## src/rtl/sbc_pkg.sv

```systemverilog
package sbc_pkg;

  localparam int FLAG_W = 8;

  // Flag byte, most significant field first.
  typedef struct packed {
    logic sign;     // bit 7
    logic zero;     // bit 6
    logic rsv5;     // bit 5, tied low
    logic half;     // bit 4, nibble borrow
    logic rsv3;     // bit 3, tied low
    logic ovf;      // bit 2, signed overflow
    logic subn;     // bit 1, subtract marker
    logic borrow;   // bit 0, full borrow
  } sbc_flags_t;

  localparam int FB_SIGN   = 7;
  localparam int FB_ZERO   = 6;
  localparam int FB_RSV5   = 5;
  localparam int FB_HALF   = 4;
  localparam int FB_RSV3   = 3;
  localparam int FB_OVF    = 2;
  localparam int FB_SUBN   = 1;
  localparam int FB_BORROW = 0;

endpackage

```

## src/rtl/sbc_slice.sv

```systemverilog
module sbc_slice #(
  parameter int W = 4
) (
  input  logic [W-1:0] a_i,
  input  logic [W-1:0] b_i,
  input  logic         bin_i,
  output logic [W-1:0] diff_o,
  output logic         bout_o
);

  // One extra bit on top catches the borrow out of this slice.
  function automatic logic [W:0] slice_sub(input logic [W-1:0] a,
                                           input logic [W-1:0] b,
                                           input logic         bin);
    return {1'b0, a} - {1'b0, b} - {{W{1'b0}}, bin};
  endfunction

  logic [W:0] wide;

  always_comb begin
    wide   = slice_sub(a_i, b_i, bin_i);
    diff_o = wide[W-1:0];
    bout_o = wide[W];
  end

endmodule

```

## src/rtl/sbc_borrow_chain.sv

```systemverilog
module sbc_borrow_chain #(
  parameter int DATA_W  = 8,
  parameter int SLICE_W = 4
) (
  input  logic [DATA_W-1:0] a_i,
  input  logic [DATA_W-1:0] b_i,
  input  logic              bin_i,
  output logic [DATA_W-1:0] diff_o,
  output logic              half_borrow_o,
  output logic              full_borrow_o,
  output logic              msb_borrow_in_o
);

  localparam int NSL = DATA_W / SLICE_W;

  logic [NSL:0] bchain;

  assign bchain[0] = bin_i;

  for (genvar g = 0; g < NSL; g++) begin : g_slice
    sbc_slice #(.W(SLICE_W)) u_slice (
      .a_i    (a_i[g*SLICE_W +: SLICE_W]),
      .b_i    (b_i[g*SLICE_W +: SLICE_W]),
      .bin_i  (bchain[g]),
      .diff_o (diff_o[g*SLICE_W +: SLICE_W]),
      .bout_o (bchain[g+1])
    );
  end

  // Borrow arriving at the top bit, from the bits below it alone.
  function automatic logic low_borrow(input logic [DATA_W-1:0] a,
                                      input logic [DATA_W-1:0] b,
                                      input logic              bin);
    logic [DATA_W-1:0] t;
    t = {1'b0, a[DATA_W-2:0]} - {1'b0, b[DATA_W-2:0]}
        - {{(DATA_W-1){1'b0}}, bin};
    return t[DATA_W-1];
  endfunction

  assign half_borrow_o   = bchain[1];
  assign full_borrow_o   = bchain[NSL];
  assign msb_borrow_in_o = low_borrow(a_i, b_i, bin_i);

endmodule

```

## src/rtl/sbc_flag_gen.sv

```systemverilog
module sbc_flag_gen
  import sbc_pkg::*;
#(
  parameter int DATA_W = 8
) (
  input  logic [DATA_W-1:0] diff_i,
  input  logic              half_borrow_i,
  input  logic              full_borrow_i,
  input  logic              msb_borrow_in_i,
  output sbc_flags_t        flags_o
);

  always_comb begin
    flags_o        = '0;
    flags_o.sign   = diff_i[DATA_W-1];
    flags_o.zero   = ~|diff_i;
    flags_o.half   = half_borrow_i;
    flags_o.ovf    = full_borrow_i ^ msb_borrow_in_i;
    flags_o.subn   = 1'b1;
    flags_o.borrow = full_borrow_i;
  end

endmodule

```

## src/rtl/sbc_state_reg.sv

```systemverilog
module sbc_state_reg #(
  parameter int W = 8
) (
  input  logic         clk,
  input  logic         rst,
  input  logic         en_i,
  input  logic [W-1:0] d_i,
  output logic [W-1:0] q_o
);

  always_ff @(posedge clk) begin
    if (rst)       q_o <= '0;
    else if (en_i) q_o <= d_i;
  end

endmodule

```

## src/rtl/sbc_alu.sv

```systemverilog
module sbc_alu
  import sbc_pkg::*;
#(
  parameter int DATA_W  = 8,
  parameter int SLICE_W = 4
) (
  input  logic              clk,
  input  logic              rst,
  input  logic              exec_i,
  input  logic [DATA_W-1:0] acc_i,
  input  logic [DATA_W-1:0] opnd_i,
  input  logic              cy_i,
  output logic [DATA_W-1:0] acc_o,
  output logic [FLAG_W-1:0] flags_o
);

  logic [DATA_W-1:0] next_acc;
  logic              half_borrow;
  logic              full_borrow;
  logic              msb_borrow_in;
  sbc_flags_t        next_flags;

  sbc_borrow_chain #(.DATA_W(DATA_W), .SLICE_W(SLICE_W)) u_chain (
    .a_i             (acc_i),
    .b_i             (opnd_i),
    .bin_i           (cy_i),
    .diff_o          (next_acc),
    .half_borrow_o   (half_borrow),
    .full_borrow_o   (full_borrow),
    .msb_borrow_in_o (msb_borrow_in)
  );

  sbc_flag_gen #(.DATA_W(DATA_W)) u_flags (
    .diff_i          (next_acc),
    .half_borrow_i   (half_borrow),
    .full_borrow_i   (full_borrow),
    .msb_borrow_in_i (msb_borrow_in),
    .flags_o         (next_flags)
  );

  sbc_state_reg #(.W(DATA_W)) u_acc_reg (
    .clk  (clk),
    .rst  (rst),
    .en_i (exec_i),
    .d_i  (next_acc),
    .q_o  (acc_o)
  );

  sbc_state_reg #(.W(FLAG_W)) u_flag_reg (
    .clk  (clk),
    .rst  (rst),
    .en_i (exec_i),
    .d_i  (next_flags),
    .q_o  (flags_o)
  );

  // Registered outputs checked against the inputs of the previous edge.
  AST_RESULT_WRITE: assert property (@(posedge clk) disable iff (rst)
    exec_i |=> acc_o == DATA_W'($past(acc_i) - $past(opnd_i)
                                - {{(DATA_W-1){1'b0}}, $past(cy_i)}));
  AST_SIGN_BIT: assert property (@(posedge clk) disable iff (rst)
    exec_i |=> flags_o[FB_SIGN] == acc_o[DATA_W-1]);
  AST_ZERO_DETECT: assert property (@(posedge clk) disable iff (rst)
    exec_i |=> flags_o[FB_ZERO] == (acc_o == '0));
  AST_HALF_BORROW: assert property (@(posedge clk) disable iff (rst)
    exec_i |=> flags_o[FB_HALF] ==
      ({1'b0, $past(acc_i[SLICE_W-1:0])} <
       ({1'b0, $past(opnd_i[SLICE_W-1:0])} + {{SLICE_W{1'b0}}, $past(cy_i)})));
  AST_SIGNED_OVF: assert property (@(posedge clk) disable iff (rst)
    exec_i |=> flags_o[FB_OVF] ==
      (($past(acc_i[DATA_W-1]) != $past(opnd_i[DATA_W-1])) &&
       (acc_o[DATA_W-1] != $past(acc_i[DATA_W-1]))));
  AST_SUB_MARK: assert property (@(posedge clk) disable iff (rst)
    exec_i |=> flags_o[FB_SUBN]);
  AST_FULL_BORROW: assert property (@(posedge clk) disable iff (rst)
    exec_i |=> flags_o[FB_BORROW] ==
      ({1'b0, $past(acc_i)} <
       ({1'b0, $past(opnd_i)} + {{DATA_W{1'b0}}, $past(cy_i)})));
  AST_RSV_LOW: assert property (@(posedge clk) disable iff (rst)
    !flags_o[FB_RSV5] && !flags_o[FB_RSV3]);
  AST_IDLE_HOLD: assert property (@(posedge clk) disable iff (rst)
    !exec_i |=> $stable(acc_o) && $stable(flags_o));
  AST_RESET_CLEAR: assert property (@(posedge clk)
    rst |=> acc_o == '0 && flags_o == '0);

endmodule

```

## config.mk

```make
export PLATFORM = sky130hd
export DESIGN_NAME = sbc_alu
export DESIGN_NICKNAME = d
export VERILOG_FILES = /design/src/rtl/sbc_pkg.sv /design/src/rtl/sbc_slice.sv /design/src/rtl/sbc_borrow_chain.sv /design/src/rtl/sbc_flag_gen.sv /design/src/rtl/sbc_state_reg.sv /design/src/rtl/sbc_alu.sv
export SDC_FILE = /design/constraint.sdc
export NUM_CORES = 1
export LEC_CHECK = 0
export ABC_AREA = 1
export BUFFER_PORTS_ARGS = -buffer_cell sky130_fd_sc_hd__buf_2
export CAP_MARGIN = 20
export CELL_PAD_IN_SITES_DETAIL_PLACEMENT = 0
export CELL_PAD_IN_SITES_GLOBAL_PLACEMENT = 1
export CORE_ASPECT_RATIO = 1.5
export CORE_UTILIZATION = 38
export DETAILED_ROUTE_END_ITERATION = 7
export PLACE_DENSITY_LB_ADDON = 0.1
export SYNTH_ARGS = -nofsm -noshare
export SYNTH_HDL_FRONTEND = slang
export SYNTH_SLANG_ARGS = --single-unit
export TNS_END_PERCENT = 30
```

## constraint.sdc

```tcl
create_clock -name clk -period 9.2 [get_ports clk]
set_input_delay 1.38 -clock clk [delete_from_list [all_inputs] [get_ports clk]]
set_output_delay 1.38 -clock clk [all_outputs]
set_load 0.005 [all_outputs]
```

# Yosys cells after proc, flatten, opt, wreduce, memory -nomap -nowiden
# Index checks and enable logic that the tools add are counted.
# word_totals
reg_bits	14
wordCells	11
n_memories	0
latchBits	0
output_inout_bits	16
mem_bits_rw	0
romBits	0
# op_classes
magnitude_cmp	0
addsub	6
reduce_logical	2
n_mux	0
div_mod_pow	0
eq_ne	0
multipliers	0
shift	0
n_bitwise	1
# ops
op	count
subtractor 4 x 4 -> 5 bit	2
subtractor 5 x 1 -> 5 bit	2
OR reduction 8 bit	1
subtractor 7 x 7 -> 8 bit	1
subtractor 8 x 1 -> 8 bit	1
logical NOT 1 bit	1
XOR 1 bit	1

# Longest topological paths before layout
# depth
ltp_word	5
depth_mapped	21
depth_no_buf	21

# Hierarchy
# Synthesis repeated with hierarchy kept, for this count alone.
# hier_totals
hier_cells	234
area_unflattened_um2	1510.2
# by_module_without_submodules
module	area_each_um2	n_inst	cells_each
sbc_state_reg	341.6	2	51
sbc_slice	230.2	2	35
sbc_borrow_chain	279.0	1	46
sbc_flag_gen	87.6	1	16

# Least setup slack after synthesis
# OpenSTA, ideal clock, no wires.
# synth_timing
kind	input to register
from	input port opnd_i[0]
to	register u_flag_reg.q_o[2]
t_required_ns	9.091
setup_slack_ns	5.074
arrival_time_ns	4.017
path_stages	19
path_cell_list	inv_1 -> fa_1 -> fa_1 -> nor2_1 -> o21bai_1 -> xor2_1 -> inv_1 -> fa_1 -> fa_1 -> inv_1 -> nand2_1 -> nand2_2 -> nand2_1 -> nand2_1 -> nand3_1 -> nand3_1 -> nand3_1 -> nand2_1 -> inv_1
# synth_via
elab_chain_len	4
elab_cells_between_ends	6
classes_between	5 x add/sub; 1 x bitwise
# synth_rtl
item	line	rtl
from (decl)	sbc_alu.sv:11	input logic [DATA_W-1:0] opnd_i,
subtractor 4 x 4 -> 5 bit	sbc_slice.sv:15	return {1'b0, a} - {1'b0, b} - {{W{1'b0}}, bin};
subtractor 5 x 1 -> 5 bit (2 in series)	sbc_slice.sv:15	
XOR 1 bit *	sbc_flag_gen.sv:18	flags_o.ovf = full_borrow_i ^ msb_borrow_in_i;
to (signal assigned)	sbc_state_reg.sv:13	else if (en_i) q_o <= d_i;
to (decl)	sbc_state_reg.sv:8	output logic [W-1:0] q_o
# Every way passes the cells marked *; elsewhere a longest branch is shown, timed or not.
# A chain may end at the register's enable or synchronous reset.

# Final worst setup path
# layout_timing
from	input port acc_i[0]
to	register u_flag_reg.q_o[2]
# layout_via
elab_chain_len	4
elab_cells_between_ends	6
classes_between	5 x add/sub; 1 x bitwise
# layout_rtl
item	line	rtl
from (decl)	sbc_alu.sv:10	input logic [DATA_W-1:0] acc_i,
subtractor 4 x 4 -> 5 bit	sbc_slice.sv:15	
subtractor 5 x 1 -> 5 bit (2 in series)	sbc_slice.sv:15	
XOR 1 bit *	sbc_flag_gen.sv:18	
# Marks and branches as above.

==> flow_summary.ini <==
[final_layout]
syn_to_final_growth_pct = 18.9
final_common_cell = inv_1
layout_common_cells = 44 x inv_1, 33 x buf_2, 30 x nand2_1, 23 x nor2_1, 17 x ha_1
instances_no_fill = 239
nets = 242
fill_cells = 329
regArea_um2 = 260
drive_gt1_frac = 0.200
antenna_cells = 0
finalInstanceArea_mm2 = 0.00138
multi_input_area_um2 = 687

[clocking]
clk_path_buf_depth = 2
post-cts-setup-buffers = 0
htreeDepth = 1
cts_buffers = 3
cts_tree = done
cts_resized = 0
postCtsHoldBufs = 0
cts.sinks = 13
clock_latency_ns = 0.23
cts.reportedPaths.clkPinSlew_ns = 0.06
clock-root-buffer = clkbuf_8

[synthesis]
ys_ff_latch = 13
avgSynthCellArea_um2 = 6.90
synth_area_leaders = dfxtp_1 22%, ha_1 18%, inv_1 14%, nand2_1 9.7%, nor2_1 7.5%
yosysWarnings = 0
synth_top_area_share = 0.225
yosysSeqAreaShare = 0.225
ys_types = 21
synth_area_mm2 = 0.00116
syn_inst = 168
synth.largest_area_cell = dfxtp_1

[global_route]
grt_start_max_net_pins = 20
grt_pass1_vias = 1041
grt_use_total = 0.166
antenna_found_initial = 0
gr-total-overflow = 0
grt_first_pass_wirelength_um = 4060

[drt]
drt-initial-drc-count = 18
routed_via_density = 4.37
wl_per_cell_um = 9.36
drc_errors = 0
finalWirelength_um = 2240
first_pass_iters = 4
ant_nets = 0
num_vias = 1045

[die]
fp-row-count = 24
io_pins = 36
initial_core_util = 0.398
core_mm2 = 0.00291
fp.dieH_um = 69.6
fp.dieArea_mm2 = 0.00328
die_w_um = 47.1

[power]
ir_worst_vdd_mv = 0.0558
power.density_mw_per_mm2 = 136
leakage_uw = 0.000852

[worst_setup_path]
end_kind = register
crit_arrival_ns = 4.33
r2r_setup_slack_ns = 8.51
critical_path_required_ns = 9.34
critical_path_class = in2reg
worst_setup_path_start_kind = input pin
worstPathMaxFanout = 3

[placement]
dp_hpwl_um = 1910
port_buffers = 33
dp_cells = 235
dpl_cell_area_mm2 = 0.00133
finalWeightedCongestion = 0.769

[timing]
finalSetupTns_ns = 0
finalMaxSlewViolations = 0
fin_crit_sh = 0.456
rsz0062_at_grt = false
layout_min_cycle_time_ns = 4.19
finalSetupViolations = 0
skew_ns = 0
hold_violations = 0
max_freq_ghz = 0.239

[worst_hold_path]
worst_hold_path_type = reg2reg

[flow_run]
maxCapViolations = 0

[status]
status = complete, no violations
-- layout make-up --
type	count	area share
multi-input cells	105	0.499
flip-flops and latches	13	0.189
clock buffers	4	0.0327
well taps	39	0.0354
inverters	45	0.124
repair buffers	33	0.120
-- cell usage after synthesis --
cell type,number
buf_6,1
ha_1,17
o21ai_0,5
fa_1,4
nor2_1,23
nand3_1,9
buf_4,3
xor2_1,4
inv_1,44
a21oi_1,3
xnor2_1,2
nand2_1,30
a21oi_2,1
dfxtp_1,13
buf_2,2
inv_4,1
nor3_2,1
conb_1,1
a211o_1,2
nand2_2,1
o21bai_1,1
-- report_power, final --
group / leakage [uW] / switching [uW] / internal, uW
sequential: 0.000108 / 2.63 / 62.0
combinational: 0.000722 / 41.7 / 31.7
clock: 0.0000228 / 19.4 / 30.5
total: 0.000852 / 63.7 / 124
-- layer usage --
layer  GRT usage  vias to the layer above  part of all wire
li1            -                      555                 -
met1       0.186                      465              0.41
met2       0.295                       23              0.55
met3      0.0260                        2             0.029
met4      0.0571                        0            0.0094
met5           0                        -                 0
-- worst max-delay path: stages --
cell,delay [ns]
buf_2,0.11
fa_1,0.46
fa_1,0.42
nor2_1,0.13
o21bai_1,0.08
xor2_1,0.17
inv_1,0.07
fa_1,0.41
fa_1,0.40
inv_1,0.06
nand2_1,0.07
nand2_2,0.08
nand2_1,0.07
nand2_1,0.08
nand3_1,0.09
nand3_1,0.10
nand3_1,0.07
nand2_1,0.07
inv_1,0.03
-- cell families after synthesis --
| kind of cell | Yosys count | share of synthesized area |
|---|---|---|
| XOR/XNOR | 6 | 0.0454 |
| other | 1 | 0.00324 |
| AND/OR/NAND/NOR | 64 | 0.225 |
| flip-flops | 13 | 0.225 |
| adder cells (fa/ha/maj) | 21 | 0.253 |
| buffers and inverters | 51 | 0.186 |
| AO/OA/AOI/OAI | 12 | 0.0637 |
-- final timing paths --
path,start,endpoint,depth (start not counted)
worst max-delay path,acc_i[0],u_flag_reg.q_o[2],19
worst min-delay path,u_acc_reg.q_o[5],u_acc_reg.q_o[5],2
worst max register to register,u_acc_reg.q_o[2],u_acc_reg.q_o[2],3
worst min register to register,u_acc_reg.q_o[5],u_acc_reg.q_o[5],2
-- flip-flops by register name, indices dropped and copies added, names as in the netlist --
signal / flops
u_acc_reg.q_o: 8
u_flag_reg.q_o: 5
-- metrics by stage --
step / hold slack [ns] / total power [uW] / worst slack [ns] / utilization
2_1_floorplan: 0.455 / 119 / 5.07 / -
3_3_place_gp: 0.440 / 138 / 4.79 / 0.457
3_5_place_dp: 0.452 / 140 / 4.75 / 0.457
4_1_cts: 0.459 / 193 / 5.00 / 0.473
5_1_grt: 0.498 / 207 / 4.79 / 0.473
6_report: 0.458 / 188 / 5.01 / 0.473
(Power assumes the default switching activity.)
